<file path="config.mk">
export PLATFORM = sky130hd
export DESIGN_NAME = ecp_fifo_port
export DESIGN_NICKNAME = d
export VERILOG_FILES = /design/src/rtl/ecp_fifo_port.sv
export SDC_FILE = /design/constraint.sdc
export NUM_CORES = 1
export LEC_CHECK = 0
export BUFFER_PORTS_ARGS = -buffer_cell sky130_fd_sc_hd__buf_4
export CORE_MARGIN = 4
export CORE_UTILIZATION = 45
export DETAILED_ROUTE_END_ITERATION = 10
export PLACE_DENSITY = 0.69
export SLEW_MARGIN = 10
export SYNTH_ARGS = -nofsm -noshare
export SYNTH_HDL_FRONTEND = slang
export SYNTH_SLANG_ARGS = --single-unit
</file>
<file path="constraint.sdc">
create_clock -name clk -period 3.73 [get_ports clk]
set_input_delay 0.373 -clock clk [delete_from_list [all_inputs] [get_ports clk]]
set_output_delay 0.373 -clock clk [all_outputs]
set_load 0.05 [all_outputs]
</file>
<file path="src/rtl/ecp_fifo_port.sv">
module ecp_fifo_port #(
  parameter int DW       = 8,
  parameter int DEPTH    = 16,
  parameter int STB_CLKS = 2
) (
  input  logic          clk,
  input  logic          rst_n,
  input  logic          hs_wr,
  input  logic          hs_rd,
  input  logic [1:0]    hs_addr,
  input  logic [DW-1:0] hs_wdata,
  output logic [DW-1:0] hs_rdata,
  output logic          dma_req,
  input  logic          dma_ack,
  input  logic          irq_in,
  output logic [DW-1:0] pd_out,
  input  logic [DW-1:0] pd_in,
  output logic          pd_oe,
  output logic          stb_n,
  input  logic          busy,
  input  logic          pclk_n,
  output logic          hack
);
  localparam int AW = $clog2(DEPTH);
  localparam int SW = $clog2(STB_CLKS + 1);
  localparam logic [AW:0] FULL_CNT = (AW+1)'(DEPTH);
  localparam logic [2:0] M_COMPAT = 3'b010, M_ECP = 3'b011, M_TEST = 3'b110, M_CFG = 3'b111;

  typedef enum logic [2:0] {S_IDLE, S_SETUP, S_STB, S_HOLD, S_EACK, S_EREL, S_RACK} st_t;
  st_t st;

  logic [2:0]    mode;
  logic          dir;
  logic [DW-1:0] mem [DEPTH];
  logic [AW-1:0] wptr, rptr;
  logic [AW:0]   cnt;
  logic [DW-1:0] out_q;
  logic [SW-1:0] scnt;

  wire full  = cnt == FULL_CNT;
  wire empty = cnt == '0;
  wire [DW-1:0] head = mem[rptr];

  wire fwd  = (mode == M_COMPAT) || (mode == M_ECP && !dir);
  wire rev  = (mode == M_ECP) && dir;
  wire test = mode == M_TEST;

  wire ecr_wr   = hs_wr && !dma_ack && hs_addr == 2'd2;
  wire mode_chg = ecr_wr && {hs_wdata[7:5], hs_wdata[4]} != {mode, dir};
  wire fifo_acc = dma_ack || hs_addr == 2'd0;

  wire host_push = hs_wr && fifo_acc && (fwd || test) && !full;
  wire host_pop  = hs_rd && fifo_acc && (rev || test) && !empty;
  wire eng_pop   = st == S_IDLE && fwd && !empty;
  wire eng_push  = st == S_IDLE && rev && !pclk_n && !full;
  wire push = host_push || eng_push;
  wire pop  = host_pop || eng_pop;

  always_ff @(posedge clk or negedge rst_n) begin
    if (!rst_n) begin
      mode <= 3'b000;
      dir  <= 1'b0;
    end else if (ecr_wr) begin
      mode <= hs_wdata[7:5];
      dir  <= hs_wdata[4];
    end
  end

  always_ff @(posedge clk) begin
    if (push && !mode_chg) mem[wptr] <= eng_push ? pd_in : hs_wdata;
  end

  always_ff @(posedge clk or negedge rst_n) begin
    if (!rst_n) begin
      wptr <= '0;
      rptr <= '0;
      cnt  <= '0;
    end else if (mode_chg) begin
      wptr <= '0;
      rptr <= '0;
      cnt  <= '0;
    end else begin
      if (push) wptr <= wptr + 1'b1;
      if (pop)  rptr <= rptr + 1'b1;
      case ({push, pop})
        2'b10:   cnt <= cnt + 1'b1;
        2'b01:   cnt <= cnt - 1'b1;
        default: cnt <= cnt;
      endcase
    end
  end

  always_ff @(posedge clk or negedge rst_n) begin
    if (!rst_n) begin
      st    <= S_IDLE;
      out_q <= '0;
      scnt  <= '0;
    end else if (mode_chg) begin
      st <= S_IDLE;
    end else begin
      case (st)
        S_IDLE:
          if (eng_pop) begin
            out_q <= head;
            st    <= (mode == M_COMPAT) ? S_SETUP : S_EACK;
          end else if (eng_push) begin
            st <= S_RACK;
          end
        S_SETUP:
          if (!busy) begin
            st   <= S_STB;
            scnt <= '0;
          end
        S_STB: begin
          scnt <= scnt + 1'b1;
          if (scnt == SW'(STB_CLKS - 1)) st <= S_HOLD;
        end
        S_HOLD: if (!busy) st <= S_IDLE;
        S_EACK: if (busy) st <= S_EREL;
        S_EREL: if (!busy) st <= S_IDLE;
        S_RACK: if (pclk_n) st <= S_IDLE;
        default: st <= S_IDLE;
      endcase
    end
  end

  assign stb_n   = !(st == S_STB || st == S_EACK);
  assign hack    = st == S_RACK;
  assign pd_oe   = fwd || test;
  assign pd_out  = test ? head : out_q;
  assign dma_req = (fwd && !full) || (rev && !empty);

  always_comb begin
    if (dma_ack) hs_rdata = head;
    else begin
      case (hs_addr)
        2'd0:    hs_rdata = (mode == M_CFG) ? 8'h10 : head;
        2'd1:    hs_rdata = (mode == M_CFG) ? {1'b0, irq_in, 6'b0} : 8'h00;
        2'd2:    hs_rdata = {mode, dir, 2'b00, full, empty};
        default: hs_rdata = 8'h00;
      endcase
    end
  end


  full_drop_chk: assert property (@(posedge clk) disable iff (!rst_n)
    (full && hs_wr && fifo_acc && !pop && !ecr_wr) |=> cnt == $past(cnt));


  test_quiet_chk: assert property (@(posedge clk) disable iff (!rst_n)
    (mode == M_TEST) |-> (stb_n && !hack));


  strobe_width_chk: assert property (@(posedge clk) disable iff (!rst_n)
    ($fell(stb_n) && mode == M_COMPAT && !mode_chg) |=> !stb_n);


  data_hold_chk: assert property (@(posedge clk) disable iff (!rst_n)
    (!stb_n && !$past(stb_n)) |-> $stable(pd_out));


  ack_cause_chk: assert property (@(posedge clk) disable iff (!rst_n)
    $rose(hack) |-> !$past(pclk_n));


  flush_chk: assert property (@(posedge clk) disable iff (!rst_n)
    mode_chg |=> (empty && stb_n && !hack));
endmodule

</file>
==> Word-level counts from Yosys, hierarchy flattened <==
Memories as Yosys holds them, arrays and structs flattened.
Cells that the tools add are included.
{ "totals": {"reg_bits": 30, "mem_bits_rw": 128, "input_bits": 26, "output_inout_bits": 20, "word_cells": 110, "n_memories": 1} }
{ "mem_list": {"columns": ["name", "words", "width", "read_ports", "rd_ports_with_merged_regs", "write_ports", "line", "source"], "rows": [
  ["mem", 16, 8, 1, 0, 1, "34", "logic [DW-1:0] mem [DEPTH];"]
]} }
{ "classes": {"add_sub_neg": 5, "n_eq_ne": 24, "mux": 26, "n_bitwise": 1, "reduce_logical": 45} }
{ "op_table": {"columns": ["op", "n"], "rows": [
  ["two-way mux 8 bit", 4],
  ["two-way mux 3 bit", 9],
  ["case mux 8 bit (3 select lines)", 1],
  ["logical AND 1 bit", 19],
  ["case mux 3 bit (6 select lines)", 1],
  ["two-way mux 4 bit", 4],
  ["== test 3 bit, second input constant", 5],
  ["== test 3 x 2 -> 1 bit, second input constant", 4],
  ["case mux 5 bit (2 select lines)", 1],
  ["inequality test 3 bit, second input constant", 3],
  ["adder 4 x 1 -> 4 bit, second input constant", 2],
  ["logical OR 1 bit", 8],
  ["logical NOT 1 bit", 7],
  ["two-way mux 7 bit", 1],
  ["== test 2 x 1 -> 1 bit, second input constant", 3],
  ["inequality test 3 x 2 -> 1 bit, second input constant", 2],
  ["AND reduction 3 bit", 2],
  ["AND reduction 6 bit", 1],
  ["nonzero test 2 bit", 3],
  ["adder 5 x 1 -> 5 bit, second input constant", 1],
  ["== test 5 bit, second input constant", 1],
  ["logical NOT 5 bit", 1],
  ["two-way mux 5 bit", 1],
  ["subtractor 5 x 1 -> 5 bit, second input constant", 1],
  ["other kinds (14)", 16]
]} }

==> Logic depth before layout (Yosys ltp) <==
Gate-level depths: netlist (run 1).
{ "depth": {"word_depth": 10, "depth_mapped": 12, "ltp_nobuf": 10} }

==> Least setup slack after synthesis (run 1) <==
No wires, ideal clock.
{ "synth_path": {"path_kind": "reg-to-reg", "startpoint": "register st[1]", "endpoint": "register cnt[4]", "setup_time_ns": 0.125, "arrival_time_ns": 2.802, "required_time_ns": 3.605, "setup_slack_ns": 0.803, "path_stages_with_launch": 12, "path_buffers": 1, "period_less_slack_ns": 2.927, "cell_sequence": "dfrtp_1 or3_4 or4_4 a21oi_4 buf_6 nor2_1 xor2_1 ha_1 or4_1 nor3_1 o21a_1 nor3_2"} }
{ "synth_via": {"elab_chain_cells": 8, "word_cells_on_any_way": 13, "cone_classes": "eq/ne (2); mux (2); reduce/logical (9)"} }
{ "synth_lines": {"columns": ["element", "line", "source"], "rows": [
  ["start, declared", "30", "st_t st;"],
  ["start signal, assigned", "105", "st <= (mode == M_COMPAT) ? S_SETUP : S_EACK;"],
  ["logical NOT 3 bit (*)", "54, 55", null],
  ["logical AND 1 bit (3 in series)", "55", "wire eng_push = st == S_IDLE && rev && !pclk_n && !full;"],
  ["logical OR 1 bit", "56", "wire push = host_push || eng_push;"],
  ["== test 2 x 1 -> 1 bit / == test 2 bit (equally long branches)", "85", "case ({push, pop})"],
  ["case mux 5 bit (2 select lines)", "85", null],
  ["two-way mux 5 bit", "78", "end else if (mode_chg) begin"],
  ["end signal, assigned", "86", "2'b10: cnt <= cnt + 1'b1;"],
  ["end signal, assigned", "87", "2'b01: cnt <= cnt - 1'b1;"],
  ["end signal, assigned", "88", "default: cnt <= cnt;"],
  ["end, declared", "36", "logic [AW:0] cnt;"]
]} }
Mark *: on every way between the ends. The rest lies on a longest branch, timed or not.
A chain may end at the register's enable or synchronous reset.

==> Worst setup path after layout (run 1) <==
{ "layout_path": {"startpoint": "register rptr[0]", "endpoint": "output pd_out[1]"} }
{ "layout_via": {"elab_chain_cells": 2} }
{ "layout_lines": {"columns": ["element", "line", "source"], "rows": [
  ["start, declared", "35", "logic [AW-1:0] wptr, rptr;"],
  ["start signal, assigned", "84", "if (pop) rptr <= rptr + 1'b1;"],
  ["memory read (16 x 8 bit)", null, null],
  ["two-way mux 8 bit", "130", "assign pd_out = test ? head : out_q;"],
  ["end, declared", "16", "output logic [DW-1:0] pd_out,"]
]} }
Every way passes these cells.

==> impl_metrics.env, run 1 <==
export IMPL_status="finished, final reports clean"
export IMPL_syn_cell_area_um2=7030
export IMPL_die_y_um=133
export IMPL_core_area_um2=15300
export IMPL_pwr_share_comb=0.342
export IMPL_max_cap_violations=0
export IMPL_synth_xor_area_share=0.0174
export IMPL_ys_ff_latch=158
export IMPL_rsz0062_at_grt="no"
export IMPL_sw_frac_of_total=0.350
export IMPL_max_freq_ghz=0.302
export IMPL_synthFlopType="edfxtp_1"
export IMPL_finalWirelength_um=14000
export IMPL_fin_tns_setup_ns=0
export IMPL_ios=46
export IMPL_grt_usage=0.167
export IMPL_cts_buffer_depth=2
export IMPL_seq_area_frac_synth=0.654
export IMPL_clock_skew_ns=0.00662
export IMPL_setup_violations=0
export IMPL_slew_headroom=0.483
export IMPL_ctsHoldBuffers=1
export IMPL_synth_edf_count=128
export IMPL_avgSynthCellArea_um2=17.1
export IMPL_yosys_mux_area_fraction=0.176
export IMPL_p_per_area_nw_per_um2=720
export IMPL_avgRoutedWirePerCell_um=20.3
export IMPL_gr_total_overflow=0
export IMPL_endpoint_kind="output pin"
export IMPL_grt_max_degree=36
export IMPL_synth_simple_area_share=0.0840
export IMPL_maxSlewViolCount=0
export IMPL_antenna_left=0
export IMPL_critPathLaunchType="flip-flop"
export IMPL_vias_per_cell=5.58
export IMPL_fin_crit_sh=0.889
export IMPL_port_buffers=45
export IMPL_antenna_found_initial=0
export IMPL_grt_pass1_wl_um=22400
export IMPL_internal_power_w=0.00382
export IMPL_p_leak_nw=2.83
export IMPL_drc=0
export IMPL_post_route_util=0.536
export IMPL_worstPathRequired_ns=3.36
export IMPL_synthAdderAreaFrac=0.0125
export IMPL_path_clk_slew_ns=0.06
export IMPL_num_vias=3847
export IMPL_area_growth_pct=16.3
export IMPL_ys_types=56
export IMPL_cts_buffers=17
export IMPL_start_util=0.461
export IMPL_grt_pass1_vias=3824
export IMPL_multiInputGateArea_um2=2310
export IMPL_place_hpwl_um=9810
export IMPL_rows=45
export IMPL_synth_compound_area_frac=0.0390
export IMPL_p_clk_frac=0.267
export IMPL_cts_root_buf="clkbuf_16"
export IMPL_power_switching_w=0.00206
export IMPL_syn_instance_count=410
export IMPL_synth_top_family_by_area="multiplexers"
export IMPL_dieWidth_um=133
export IMPL_hold_path_class="in -> reg"
export IMPL_die_area_um2=17700
export IMPL_p_total_w=0.00588
export IMPL_drt_iter0_markers=222
export IMPL_drive_above_1_share=0.345
export IMPL_fin_ws_ns=0.415
export IMPL_cts_tree="yes"
export IMPL_cts_sinks=158
export IMPL_async_flop_share=0.190
export IMPL_clk_insertion_delay_late_ns=0.42
export IMPL_h_tree_depth=4
export IMPL_hold_ws_ns=0.206
export IMPL_synth_fp_nets=443
export IMPL_fin_crit_ns=3.31
export IMPL_first_pass_iters=5
export IMPL_place_ws_ns=0.708
export IMPL_arrival_ns=2.94
export IMPL_worst_pin_slew_ns=0.769
export IMPL_place_gp_congestion=0.797
export IMPL_worstSetupPathType="reg -> out"
export IMPL_p_seq_frac=0.391
export IMPL_peakVddDrop_mv=0.389
export IMPL_nets=498
export IMPL_crit_path_max_fanout=12
export IMPL_regArea_um2=4600
export IMPL_cts_resized=0
export IMPL_hold_violations=0
export IMPL_diodes=0
export IMPL_ys_warn_count=0
export IMPL_num_fill_cells=1214
export IMPL_postCtsSetupRepairBufs=0
==> power by group through the flow <==
stage	combinational, W	clock [W]	sequential [W]
4_1_cts	0.00203	0.00160	0.00230
5_1_grt	0.00215	0.00168	0.00233
2_1_floorplan	0.00161	0	0.00219
6_report	0.00201	0.00157	0.00230
3_3_place_gp	0.00198	0	0.00232
3_5_place_dp	0.00203	0	0.00234
==> sequential cells by signal, indices dropped and copies added (netlist names) <==
register and flops:
dir 1, mode 3, wptr 4, scnt 2
mem 128, out_q 8, st 3, cnt 5
rptr 4
==> Yosys cell counts, drive strengths merged (5+ instances only) <==
cell type,count,area share
nor3,14,0.013
inv,10,0.0053
nand2,8,0.0043
ha,7,0.012
a22o,5,0.0062
a21oi,10,0.0087
clkbuf,9,0.0048
and2,18,0.016
mux2,27,0.043
edfxtp,128,0.55
xor2,10,0.012
mux4,40,0.13
nor2,19,0.011
o21ai,7,0.0050
buf,10,0.0077
dfrtp,30,0.11
==> cells in the final DEF, fill, tap and decap left out, drive strengths merged, types with 3 or more instances in the layout <==
cell type,instances
and2,18
buf,54
or3,3
a21oi,10
nand3,4
mux4,40
o21a,4
or4,3
clkbuf,18
nor3b,3
o21ai,7
clkinvlp,3
mux2i,3
nor3,14
mux2,27
nor2,19
inv,16
clkinv,5
nand4,3
nand2,8
xnor2,4
edfxtp,128
ha,7
xor2,10
a22o,5
dfrtp,30
==> kinds of logic after synthesis <==
| family | Yosys count |
|---|---|
| buffers and inverters | 29 |
| adder cells (fa/ha/maj) | 7 |
| AND/OR/NAND/NOR | 94 |
| multiplexers | 70 |
| XOR/XNOR | 14 |
| flip-flops | 158 |
| AO/OA/AOI/OAI | 38 |
==> area by class of cell <==
cell class	instances	area share
Sequential cell	158	0.562
Multi-Input combinational cell	223	0.283
Clock buffer	18	0.0525
Timing Repair Buffer	55	0.0524
Tap cell	211	0.0323
Clock inverter	14	0.0133
Inverter	10	0.00459
==> through the flow <==
stage / instances / cell area (µm²)
after floorplan: 410 / 7030
after global placement: 656 / 7620
after detailed placement: 656 / 7620
after CTS: 689 / 8170
after global routing: 689 / 8170
final: 689 / 8170
==> final timing paths <==
check	start	endpoint	slack (ns)	depth (start not counted)
setup / recovery	rptr[0]	pd_out[1]	0.42	5
hold / removal	hs_wdata[4]	dir	0.21	3
min in group asynchronous	rst_n	scnt[1]	0.41	2
max in group asynchronous	rst_n	rptr[0]	3.00	2
setup reg to reg	st[1]	cnt[4]	0.69	10
hold reg to reg	out_q[0]	out_q[0]	0.50	1
==> worst max-delay path, stage by stage (launching register included) <==
cell and delay (ns):
dfrtp_2 0.63, buf_4 0.30, mux4_2 0.57, mux4_2 0.53, mux2_2 0.30, buf_4 0.19
==> layer usage <==
metal	share of wire	GRT usage	vias up
met1	0.43	0.225	1979
met2	0.50	0.271	108
met3	0.049	0.0388	18
li1	-	-	1742
met5	0	0	-
met4	0.013	0.0548	0
Note: power is estimated with default switching activity, not from simulation.
==> run 2: changes to the inputs <==
- PLACE_DENSITY: 0.69 -> 0.72
- clock period: 3.73 -> 2.74 ns (I/O delays scaled with it)
==> run 2 against run 1 <==
  * The flow now finishes with violations (negative setup slack)
  * Clock power up 46%
  * Critical path depth grew 1
  * Worst hold slack lost 0.11 ns
  * Wire length increased by 7.8%
  * Flip-flop and latch count did not move
  * Via count increased by 3.2%
  * Largest cell class unchanged
  * Highest routed layer unchanged
==> impl_metrics.env, run 2 (synthesized netlist as in run 1, its figures left out) <==
export IMPL_cts_root_buf="clkbuf_16"
export IMPL_p_per_area_nw_per_um2=1010
export IMPL_biggestRegsByFlops="mem (128), out_q (8), cnt (5)"
export IMPL_antenna_left=0
export IMPL_cts_tree="yes"
export IMPL_hold_ws_ns=0.0934
export IMPL_layout_commonest_cell="edfxtp_1"
export IMPL_hold_path_class="in -> reg"
export IMPL_port_buffers=45
export IMPL_grt_usage=0.176
export IMPL_num_vias=3971
export IMPL_slew_headroom=0.473
export IMPL_cp_slowest_stage_delay_ns=0.54
export IMPL_fin_ws_ns=-0.167
export IMPL_cp_buffers_inverters=3
export IMPL_finalNonFillerCells=718
export IMPL_endpoint_kind="output pin"
export IMPL_start_util=0.461
export IMPL_setup_violations=16
export IMPL_grt_max_degree=36
export IMPL_arrival_ns=2.63
export IMPL_drt_iter0_markers=277
export IMPL_layout_common_cells="edfxtp_1 (128), buf_4 (57), mux4_2 (40)"
export IMPL_peakVddDrop_mv=0.517
export IMPL_crit_slowest_cell="mux4_2"
export IMPL_status="finished, violations left"
export IMPL_largest_reg_flops=128
export IMPL_drc=0
export IMPL_critPathTopFamily="multiplexers"
export IMPL_maxSlewViolCount=0
export IMPL_path_clk_slew_ns=0.06
export IMPL_fin_crit_ns=2.91
export IMPL_dieWidth_um=133
export IMPL_nets=527
export IMPL_h_tree_depth=4
export IMPL_worstSetupPathType="reg -> out"
export IMPL_clk_insertion_delay_late_ns=0.42
export IMPL_drive_above_1_share=0.393
export IMPL_core_area_um2=15300
export IMPL_place_hpwl_um=9690
export IMPL_hold_violations=0
export IMPL_diodes=0
export IMPL_placed_area_um2=7840
export IMPL_top_register="mem"
export IMPL_crit_path_max_fanout=5
export IMPL_critPathLaunchType="flip-flop"
export IMPL_area_growth_pct=23.1
export IMPL_rsz0062_at_grt="yes"
export IMPL_first_pass_iters=4
export IMPL_worstPathRequired_ns=2.47
export IMPL_finalWirelength_um=15100
export IMPL_max_freq_ghz=0.344
export IMPL_grt_pass1_vias=4117
export IMPL_dp_cells=677
export IMPL_cts_sinks=158
export IMPL_grt_pass1_wl_um=23200
export IMPL_fin_crit_sh=1.06
export IMPL_cts_buffers=17
export IMPL_worst_pin_slew_ns=0.783
export IMPL_antenna_found_initial=0
export IMPL_place_gp_congestion=0.830
export IMPL_ios=46
export IMPL_die_y_um=133
export IMPL_gr_total_overflow=0
export IMPL_die_area_um2=17700
export IMPL_clock_skew_ns=0.0104
export IMPL_violations="negative setup slack"
export IMPL_fin_tns_setup_ns=-1.70
export IMPL_cts_buffer_depth=2
export IMPL_max_cap_violations=0
export IMPL_critPathMostFrequentCell="mux4_2"
export IMPL_vias_per_cell=5.53
export IMPL_design_area_um2=8650
export IMPL_p_leak_nw=3.07
export IMPL_avgRoutedWirePerCell_um=21.0
export IMPL_path_cells="buf_6 > buf_12 > mux4_2 > mux4_2 > mux2_4 > buf_8"
export IMPL_rows=45
-- run 2: changes by cell type in the layout (fill, tap and decap cells not counted), sizes merged --
cell and delta:
clkinvlp +1, buf +28, clkbuf +3, inv -3, bufinv +2, clkinv -2
-- run 2: metal layers --
| metal | GRT usage | vias to the layer above | share of wire |
|---|---|---|---|
| li1 | - | 1794 | - |
| met1 | 0.218 | 2021 | 0.40 |
| met2 | 0.288 | 128 | 0.51 |
| met3 | 0.0536 | 28 | 0.068 |
| met4 | 0.0739 | 0 | 0.025 |
| met5 | 0 | - | 0 |
-- run 2: path summary, 6_finish.rpt --
path | start | endpoint | slack (ns) | depth (start not counted)
worst max-delay path | rptr[0] | pd_out[7] | -0.17 | 6
worst min-delay path | hs_wdata[4] | dir | 0.09 | 3
worst max register to register | st[2] | cnt[4] | 0.04 | 10
worst min register to register | out_q[3] | out_q[3] | 0.51 | 1
max in group asynchronous | rst_n | rptr[0] | 2.09 | 2
min in group asynchronous | rst_n | out_q[1] | 0.33 | 2
-- run 2: tightest hold or removal path, delay by kind of cell --
family / cells / cell delay [ns]
AO/OA/AOI/OAI: 1 / 0.06
buffers and inverters: 1 / 0.10
AND/OR/NAND/NOR: 1 / 0.04
-- run 2: area by class of cell --
class | count | area, µm²
Clock buffer | 20 | 447
Clock inverter | 12 | 135
Fill cell | 1145 | 6610
Inverter | 10 | 37.5
Multi-Input combinational cell | 223 | 2350
Sequential cell | 158 | 4600
Tap cell | 211 | 264
Timing Repair Buffer | 84 | 822
-- run 2: repair_timing --
| item | in CTS | in global routing |
|---|---|---|
| endpoints found under the hold margin | 30 | 0 |
| gates resized for setup | 26 | 6 |
| gates cloned | 1 | 1 |
| hold buffers | 1 | 0 |
| setup endpoints to repair | 16 | 18 |
| pin swaps | 1 | 0 |
| buffers inserted | 7 | 1 |
-- run 2: report_power, final --
part / switching (W) / total [W] / internal, W
combinational: 0.00179 / 0.00341 / 0.00162
sequential: 0.000197 / 0.00301 / 0.00281
clock: 0.000933 / 0.00230 / 0.00137
-- run 2: metrics by stage --
step,utilization,setup slack [ns],power (W)
finish,0.567,-0.167,0.00872
global route,0.567,-0.228,0.00912
CTS,0.566,-0.200,0.00875
detailed placement,0.514,0.0325,0.00610
global placement,0.514,0.0941,0.00603
floorplan,-,-0.155,0.00517
